`config.mk`:
```
export PLATFORM = sky130hd
export DESIGN_NAME = qual_oneshot
export DESIGN_NICKNAME = d
export VERILOG_FILES = /design/src/rtl/qos_pkg.sv /design/src/rtl/qos_sync.sv /design/src/rtl/qos_trig.sv /design/src/rtl/qos_timer.sv /design/src/rtl/qual_oneshot.sv
export SDC_FILE = /design/constraint.sdc
export NUM_CORES = 1
export LEC_CHECK = 0
export BUFFER_PORTS_ARGS = -buffer_cell sky130_fd_sc_hd__buf_2
export CAP_MARGIN = 20
export CORE_MARGIN = 3
export CORE_UTILIZATION = 42
export DETAILED_ROUTE_END_ITERATION = 12
export GPL_TIMING_DRIVEN = 0
export PLACE_DENSITY = 0.66
export REMOVE_ABC_BUFFERS = 1
export SLEW_MARGIN = 20
export SYNTH_ARGS = -nofsm -noshare
export SYNTH_HDL_FRONTEND = slang
export SYNTH_HIERARCHICAL = 1
export SYNTH_SLANG_ARGS = --single-unit
```
`constraint.sdc`:
```
create_clock -name clk -period 2.02 [get_ports clk]
set_input_delay 0.202 -clock clk [delete_from_list [all_inputs] [get_ports clk]]
set_output_delay 0.202 -clock clk [all_outputs]
set_load 0.05 [all_outputs]
```
`src/rtl/qos_pkg.sv`:
```
package qos_pkg;

    typedef struct packed {
        logic a_n;
        logic b;
        logic clr_n;
    } qos_ctl_t;

    localparam qos_ctl_t QOS_CTL_IDLE = '{a_n: 1'b1, b: 1'b0, clr_n: 1'b1};

    typedef struct packed {
        logic b_rise;
        logic a_fall;
        logic clr_rise;
    } qos_edge_t;

    typedef enum logic [1:0] {
        FIRE_NONE,
        FIRE_B,
        FIRE_A,
        FIRE_CLR
    } qos_fire_e;

    function automatic qos_edge_t qos_edges(input qos_ctl_t cur, input qos_ctl_t prv);
        qos_edge_t e;
        e.b_rise   = cur.b & ~prv.b;
        e.a_fall   = ~cur.a_n & prv.a_n;
        e.clr_rise = cur.clr_n & ~prv.clr_n;
        return e;
    endfunction

endpackage

```
`src/rtl/qos_sync.sv`:
```
module qos_sync #(
    parameter int          STAGES  = 2,
    parameter int          N       = 3,
    parameter logic [N-1:0] RST_VAL = '0
) (
    input  logic         clk,
    input  logic         rst,
    input  logic [N-1:0] d,
    output logic [N-1:0] q
);
    logic [N-1:0] stg [STAGES];

    always_ff @(posedge clk) begin
        if (rst) begin
            for (int i = 0; i < STAGES; i++) stg[i] <= RST_VAL;
        end else begin
            stg[0] <= d;
            for (int i = 1; i < STAGES; i++) stg[i] <= stg[i-1];
        end
    end

    assign q = stg[STAGES-1];
endmodule

```
`src/rtl/qos_trig.sv`:
```
module qos_trig
    import qos_pkg::*;
#(
    parameter bit RETRIG = 1'b1
) (
    input  logic     clk,
    input  logic     rst,
    input  qos_ctl_t cur,
    output logic     fire,
    output logic     clear
);
    qos_ctl_t  prv;
    logic      primed;
    logic      release_ok;
    qos_edge_t e;
    qos_fire_e src;

    always_ff @(posedge clk) begin
        if (rst) begin
            prv    <= QOS_CTL_IDLE;
            primed <= 1'b0;
        end else begin
            prv <= cur;
            if (!cur.clr_n) primed <= primed | e.b_rise;
            else            primed <= 1'b0;
        end
    end

    generate
        if (RETRIG) begin : g_rel_any
            assign release_ok = 1'b1;
        end else begin : g_rel_primed
            assign release_ok = primed;
        end
    endgenerate

    always_comb begin
        e   = qos_edges(cur, prv);
        src = FIRE_NONE;
        if (e.clr_rise && !cur.a_n && cur.b && release_ok) src = FIRE_CLR;
        else if (e.b_rise && !cur.a_n && cur.clr_n)        src = FIRE_B;
        else if (e.a_fall && cur.b && cur.clr_n)           src = FIRE_A;
    end

    assign clear = ~cur.clr_n;
    assign fire  = (src != FIRE_NONE) && !clear;
endmodule

```
`src/rtl/qos_timer.sv`:
```
module qos_timer #(
    parameter int WIDTH_W = 8,
    parameter bit RETRIG  = 1'b1
) (
    input  logic               clk,
    input  logic               rst,
    input  logic               fire,
    input  logic               clear,
    input  logic [WIDTH_W-1:0] width,
    output logic               active
);
    localparam logic [WIDTH_W-1:0] ONE = 1;

    logic [WIDTH_W-1:0] rem;
    logic               idle_ok;
    logic               accept;

    generate
        if (RETRIG) begin : g_reload
            assign idle_ok = 1'b1;
        end else begin : g_hold
            assign idle_ok = (rem == '0);
        end
    endgenerate

    assign accept = fire && (width != '0) && idle_ok;

    always_ff @(posedge clk) begin
        if (rst)               rem <= '0;
        else if (clear)        rem <= '0;
        else if (accept)       rem <= width;
        else if (rem != '0)    rem <= rem - ONE;
    end

    assign active = (rem != '0);
endmodule

```
`src/rtl/qual_oneshot.sv`:
```
module qual_oneshot
    import qos_pkg::*;
#(
    parameter int WIDTH_W     = 8,
    parameter int SYNC_STAGES = 2,
    parameter bit RETRIG      = 1'b1
) (
    input  logic               clk,
    input  logic               rst,
    input  logic               trig_a_n,
    input  logic               trig_b,
    input  logic               clr_n,
    input  logic [WIDTH_W-1:0] width,
    output logic               q,
    output logic               q_n
);
    localparam int CTL_W = $bits(qos_ctl_t);

    qos_ctl_t raw;
    qos_ctl_t synced;
    logic     fire;
    logic     clear;
    logic     active;

    assign raw = '{a_n: trig_a_n, b: trig_b, clr_n: clr_n};

    qos_sync #(
        .STAGES (SYNC_STAGES),
        .N      (CTL_W),
        .RST_VAL(QOS_CTL_IDLE)
    ) u_sync (
        .clk(clk),
        .rst(rst),
        .d  (raw),
        .q  (synced)
    );

    qos_trig #(
        .RETRIG(RETRIG)
    ) u_trig (
        .clk  (clk),
        .rst  (rst),
        .cur  (synced),
        .fire (fire),
        .clear(clear)
    );

    qos_timer #(
        .WIDTH_W(WIDTH_W),
        .RETRIG (RETRIG)
    ) u_timer (
        .clk   (clk),
        .rst   (rst),
        .fire  (fire),
        .clear (clear),
        .width (width),
        .active(active)
    );

    assign q   = active;
    assign q_n = ~active;
endmodule

```
======== Word-level counts from Yosys, hierarchy flattened ========
Memories as Yosys holds them, arrays and structs flattened.
Index checks and enable logic that the tools add are counted.
cells by class
  bitwise gates (word level) .............. 10
  add/sub/neg operators ................... 1
  multiplexer cells ....................... 10
  equal/unequal tests ..................... 0
  divide/modulo/power cells ............... 0
  shift-type cells ........................ 0
  reductions and logical operators ........ 14
  order comparisons ....................... 0
  $mul .................................... 0
operator list
  cell                                               number
  2-to-1 mux 8 bit                                   2
  nonzero test 8 bit                                 2
  logical AND 1 bit                                  8
  subtractor 8 x 1 -> 8 bit (second input constant)  1
  2-to-1 mux 2 bit                                   3
  2-to-1 mux 3 bit                                   2
  inverter 1 bit                                     5
  nonzero test 2 bit                                 2
  bitwise AND 1 bit                                  3
  2-to-1 mux 1 bit                                   3
  OR 1 bit                                           2
  OR reduction 2 bit                                 1
  zero test 1 bit                                    1
storage, ports and cells
  logic and storage cells ................. 40
  register bits ........................... 11
  memories ................................ 1
  bits in latches ......................... 0
  bits in writable memories ............... 6
  memory bits (read-only) ................. 0
  output and inout bits ................... 2
memories
  name        words  width  rd ports  clocked after memory_dff  wr ports  RTL line        text
  u_sync.stg  2      3      2         0                         2         qos_sync.sv:11  logic [N-1:0] stg [STAGES];

======== Depth between registers and ports, before layout ========
An unclocked memory read counts as a cell.
  depth after elaboration ................. 12
  depth in mapped cells ................... 7
  depth with buffers taken out ............ 6

======== By module ========
Netlist, hierarchy kept.
modules (own cells, without submodules)
  module        cells an instance  seq. area each (µm²)  area each (µm²)  times used
  qos_timer     60                 160.2                 491.7            1
  qos_sync      15                 120.1                 180.2            1
  qos_trig      10                 60.1                  105.1            1
  qual_oneshot  1                  0.0                   3.8              1

======== Worst setup path after synthesis ========
Ideal clock, no wire load.
  kind .................................... flip-flop to output port
  from .................................... register u_timer.rem[2]
  to ...................................... output port q_n
  cell stages (with the launch flop) ...... 5
  path buffers ............................ 1
  path slack .............................. -0.069 ns
  arrival time ............................ 1.887 ns
  cell sequence ........................... dfxtp_1 -> or4_1 -> or4b_4 -> buf_6 -> inv_1
between the ends
  word-level cells in the longest chain between the ends .. 2
RTL lines
  element                 RTL line            text
  start, declared         qos_timer.sv:14     logic [WIDTH_W-1:0] rem;
  start signal, assigned  qos_timer.sv:31     else if (accept) rem <= width;
  start signal, assigned  qos_timer.sv:32     else if (rem != '0) rem <= rem - ONE;
  nonzero test 8 bit      qos_timer.sv:35     assign active = (rem != '0);
  via q                   qual_oneshot.sv:14  output logic q,
  inverter 1 bit          qual_oneshot.sv:61  assign q_n = ~active;
  end, declared           qual_oneshot.sv:15  output logic q_n
The timed path passes the listed nets, and every way through them passes these cells.

======== Worst setup path in the final report ========
  from .................................... register u_timer.rem[5]
  to ...................................... output port q_n
between the ends
  word-level cells in the longest chain between the ends .. 2
RTL lines
  element             RTL line
  nonzero test 8 bit  qos_timer.sv:35
  inverter 1 bit      qual_oneshot.sv:61
No other way between the ends.

==> qor.yml <==
status: "finished with violations"
failed_checks: "negative setup slack"
via_count: 615
place_congestion: 0.778
yosysUniqueCellTypes: 28
setup_viol_count_final: 3
rsz0062_at_grt: "yes"
p_leak_nw: 0.406
path_clk_slew_ns: 0.10
port-buffer-count: 14
grt_usage_pct: 12.5
rr_startpoint: "u_timer/rem[5]"
crit_slowest_cell: "or4b_4"
crit_arrival_ns: 1.91
p_per_area_nw_per_um2: 1760
whs_path_depth: 2
drt_iter0_markers: 5
ant_nets: 0
ys_warn_count: 6
diodes: 0
hp-class: "input pin to register"
cts.sinks: 17
hold_viol: 0
crit_path_end_kind: "primary output"
grt_pass1_vias: 536
ff2ff_path_depth: 5
fillCellCount: 158
period_share_pct: 105
cp_top_family: "simple AND/OR/NAND/NOR gates"
drv_slew: 0
setup_ws_ns: -0.0920
slowest_delay_ns: 0.55
max_freq_mhz: 473
syn2layout_area_growth_pct: 18.3
clockBufferDepth: 2
syn_area_sq_um: 781
wirelength_microns: 1360
antenna_found_initial: 0
start_util_pct: 47.9
path_cells: "or4_4 -> or4b_4 -> inv_2 -> buf_8"
root_buffer: "clkbuf_4"
routedWlPerCell_microns: 10.7
ys_seq_area_share_pct: 43.6
die_w_microns: 49.1
crit_start: "u_timer/rem[5]"
drive_gt1_share_pct: 34.0
rrSetupSlack_ns: -0.03
fin_crit_ns: 2.11
ir_worst_vdd_uv: 1170
post-dp-hpwl_microns: 962
power_mw: 1.62
rr_endpoint: "u_timer/rem[1]"
crit_end: "q_n"
path_class: "register to primary output"
tightest_slew_ns: 0.511
post-route-drc-count: 0
htreeDepth: 1
final_core_util_pct: 56.7
drv_cap: 0
cts_buffers: 3
finClkSkew_ns: 0.00468
grt_pass1_wl_microns: 2280
core_sq_um: 1630
cp-start-kind: "register"
die_h_microns: 49.1
relSlewSlack_pct: 65.7
worstSkewPairLatency_ns: 0.28
grt_start_max_net_pins: 12
num_rows: 14
synth-seq-cells: 17
first_pass_iters: 4
hold_buffers: 0
syn_avg_cell_area_sq_um: 9.08
syn_inst: 86
via_per_inst: 4.84
grt_overflow: 0
crit_required_ns: 1.82
final_nets: 119
path_depth: 4
path_buf_inv: 2
critPathMaxFanout: 3
ios: 15
cts_tree: "done"
die-area_sq_um: 2410
==> metrics by stage <==
step / worst slack [ns] / TNS [ns] / cell area [sq um] / instances / hold WS (ns)
after floorplan: -0.0842 / -0.0922 / 743 / 81 / 0.274
after global placement: 0.00749 / 0 / 843 / 119 / 0.378
after detailed placement: -0.00442 / -0.00442 / 843 / 119 / 0.382
after CTS: -0.107 / -0.248 / 923 / 127 / 0.0812
after global routing: -0.164 / -0.386 / 923 / 127 / 0.0741
final: -0.0920 / -0.208 / 923 / 127 / 0.0884
==> Yosys cell counts (all sizes together) <==
master,count,area [sq um]
a21oi,4,20.0
and3b,1,8.76
buf,4,33.8
clkbuf,1,3.75
dfxtp,17,340
ha,2,25.0
inv,4,15.0
mux2,1,15.0
mux2i,1,10.0
nand2,7,26.3
nand3,9,45.0
nor2,4,15.0
nor2b,3,18.8
nor3,1,10.0
nor3b,1,7.51
nor4,2,12.5
o21ai,6,33.8
o31ai,1,7.51
or2,7,43.8
or4,4,31.3
or4b,1,13.8
xnor2,2,17.5
xor2,3,26.3
==> kinds of logic (layout without fill, tap and decap cells) <==
kind of cell | count (synthesis) | after routing | share of synthesized area, %
AO/OA/AOI/OAI | 11 | 11 | 7.85
XOR/XNOR | 5 | 5 | 5.61
adder cells (fa/ha/maj) | 2 | 2 | 3.20
buffers and inverters | 9 | 26 | 6.73
flip-flops | 17 | 17 | 43.6
multiplexers | 2 | 2 | 3.20
AND/OR/NAND/NOR | 40 | 40 | 29.8
==> flip-flops by register name, summed over array words and instances (netlist names) <==
name	cells
u_timer/rem	8
u_sync/stg	6
u_trig/prv	3
==> layout by cell type, fill, tap and decap left out, types with 3 or more instances in the layout <==
| master | count |
|---|---|
| dfxtp_1 | 14 |
| buf_2 | 12 |
| nand3_1 | 9 |
| nand2_1 | 7 |
| buf_4 | 5 |
| or2_1 | 4 |
| nor2_1 | 4 |
| o21ai_0 | 4 |
| a21oi_1 | 4 |
| clkbuf_4 | 3 |
| nor2b_1 | 3 |
| inv_1 | 3 |
| xor2_1 | 3 |
| or2_2 | 3 |
==> how the worst min path moves through the flow <==
stage          startpoint          endpoint
2_1_floorplan         rst  u_sync/stg[0][1]
3_3_place_gp        clr_n  u_sync/stg[0][0]
3_5_place_dp     trig_a_n  u_sync/stg[0][2]
4_1_cts          trig_a_n  u_sync/stg[0][2]
5_1_grt             clr_n  u_sync/stg[0][0]
6_report            clr_n  u_sync/stg[0][0]
==> area by class of cell <==
class,instances,area [sq um],area share (%)
clock buffer,3,22.5,2.44
clock inverter,1,5.00,0.542
inverter,4,15.0,1.63
multi-input combinational,60,392,42.4
sequential,17,347,37.5
tap,24,30.0,3.25
timing repair buffer,18,113,12.2
==> what timing repair did <==
item                                    CTS  global route
pin swaps                                 2             1
gates resized for setup                  10             0
endpoints found under the setup margin    3             3
setup buffers                             4             0
==> report_power, final <==
part / internal [mW] / switching [mW]
combinational: 0.469 / 0.481
sequential: 0.426 / 0.0709
clock: 0.0735 / 0.103
==> layer usage <==
metal | global-route usage (%) | share of wire, % | vias up
met4 | 7.11 | 2.0 | 0
met2 | 17.4 | 41 | 15
met5 | 0 | 0 | -
li1 | - | - | 325
met3 | 3.98 | 5.9 | 4
met1 | 16.8 | 52 | 271
(Power assumes the default switching activity.)
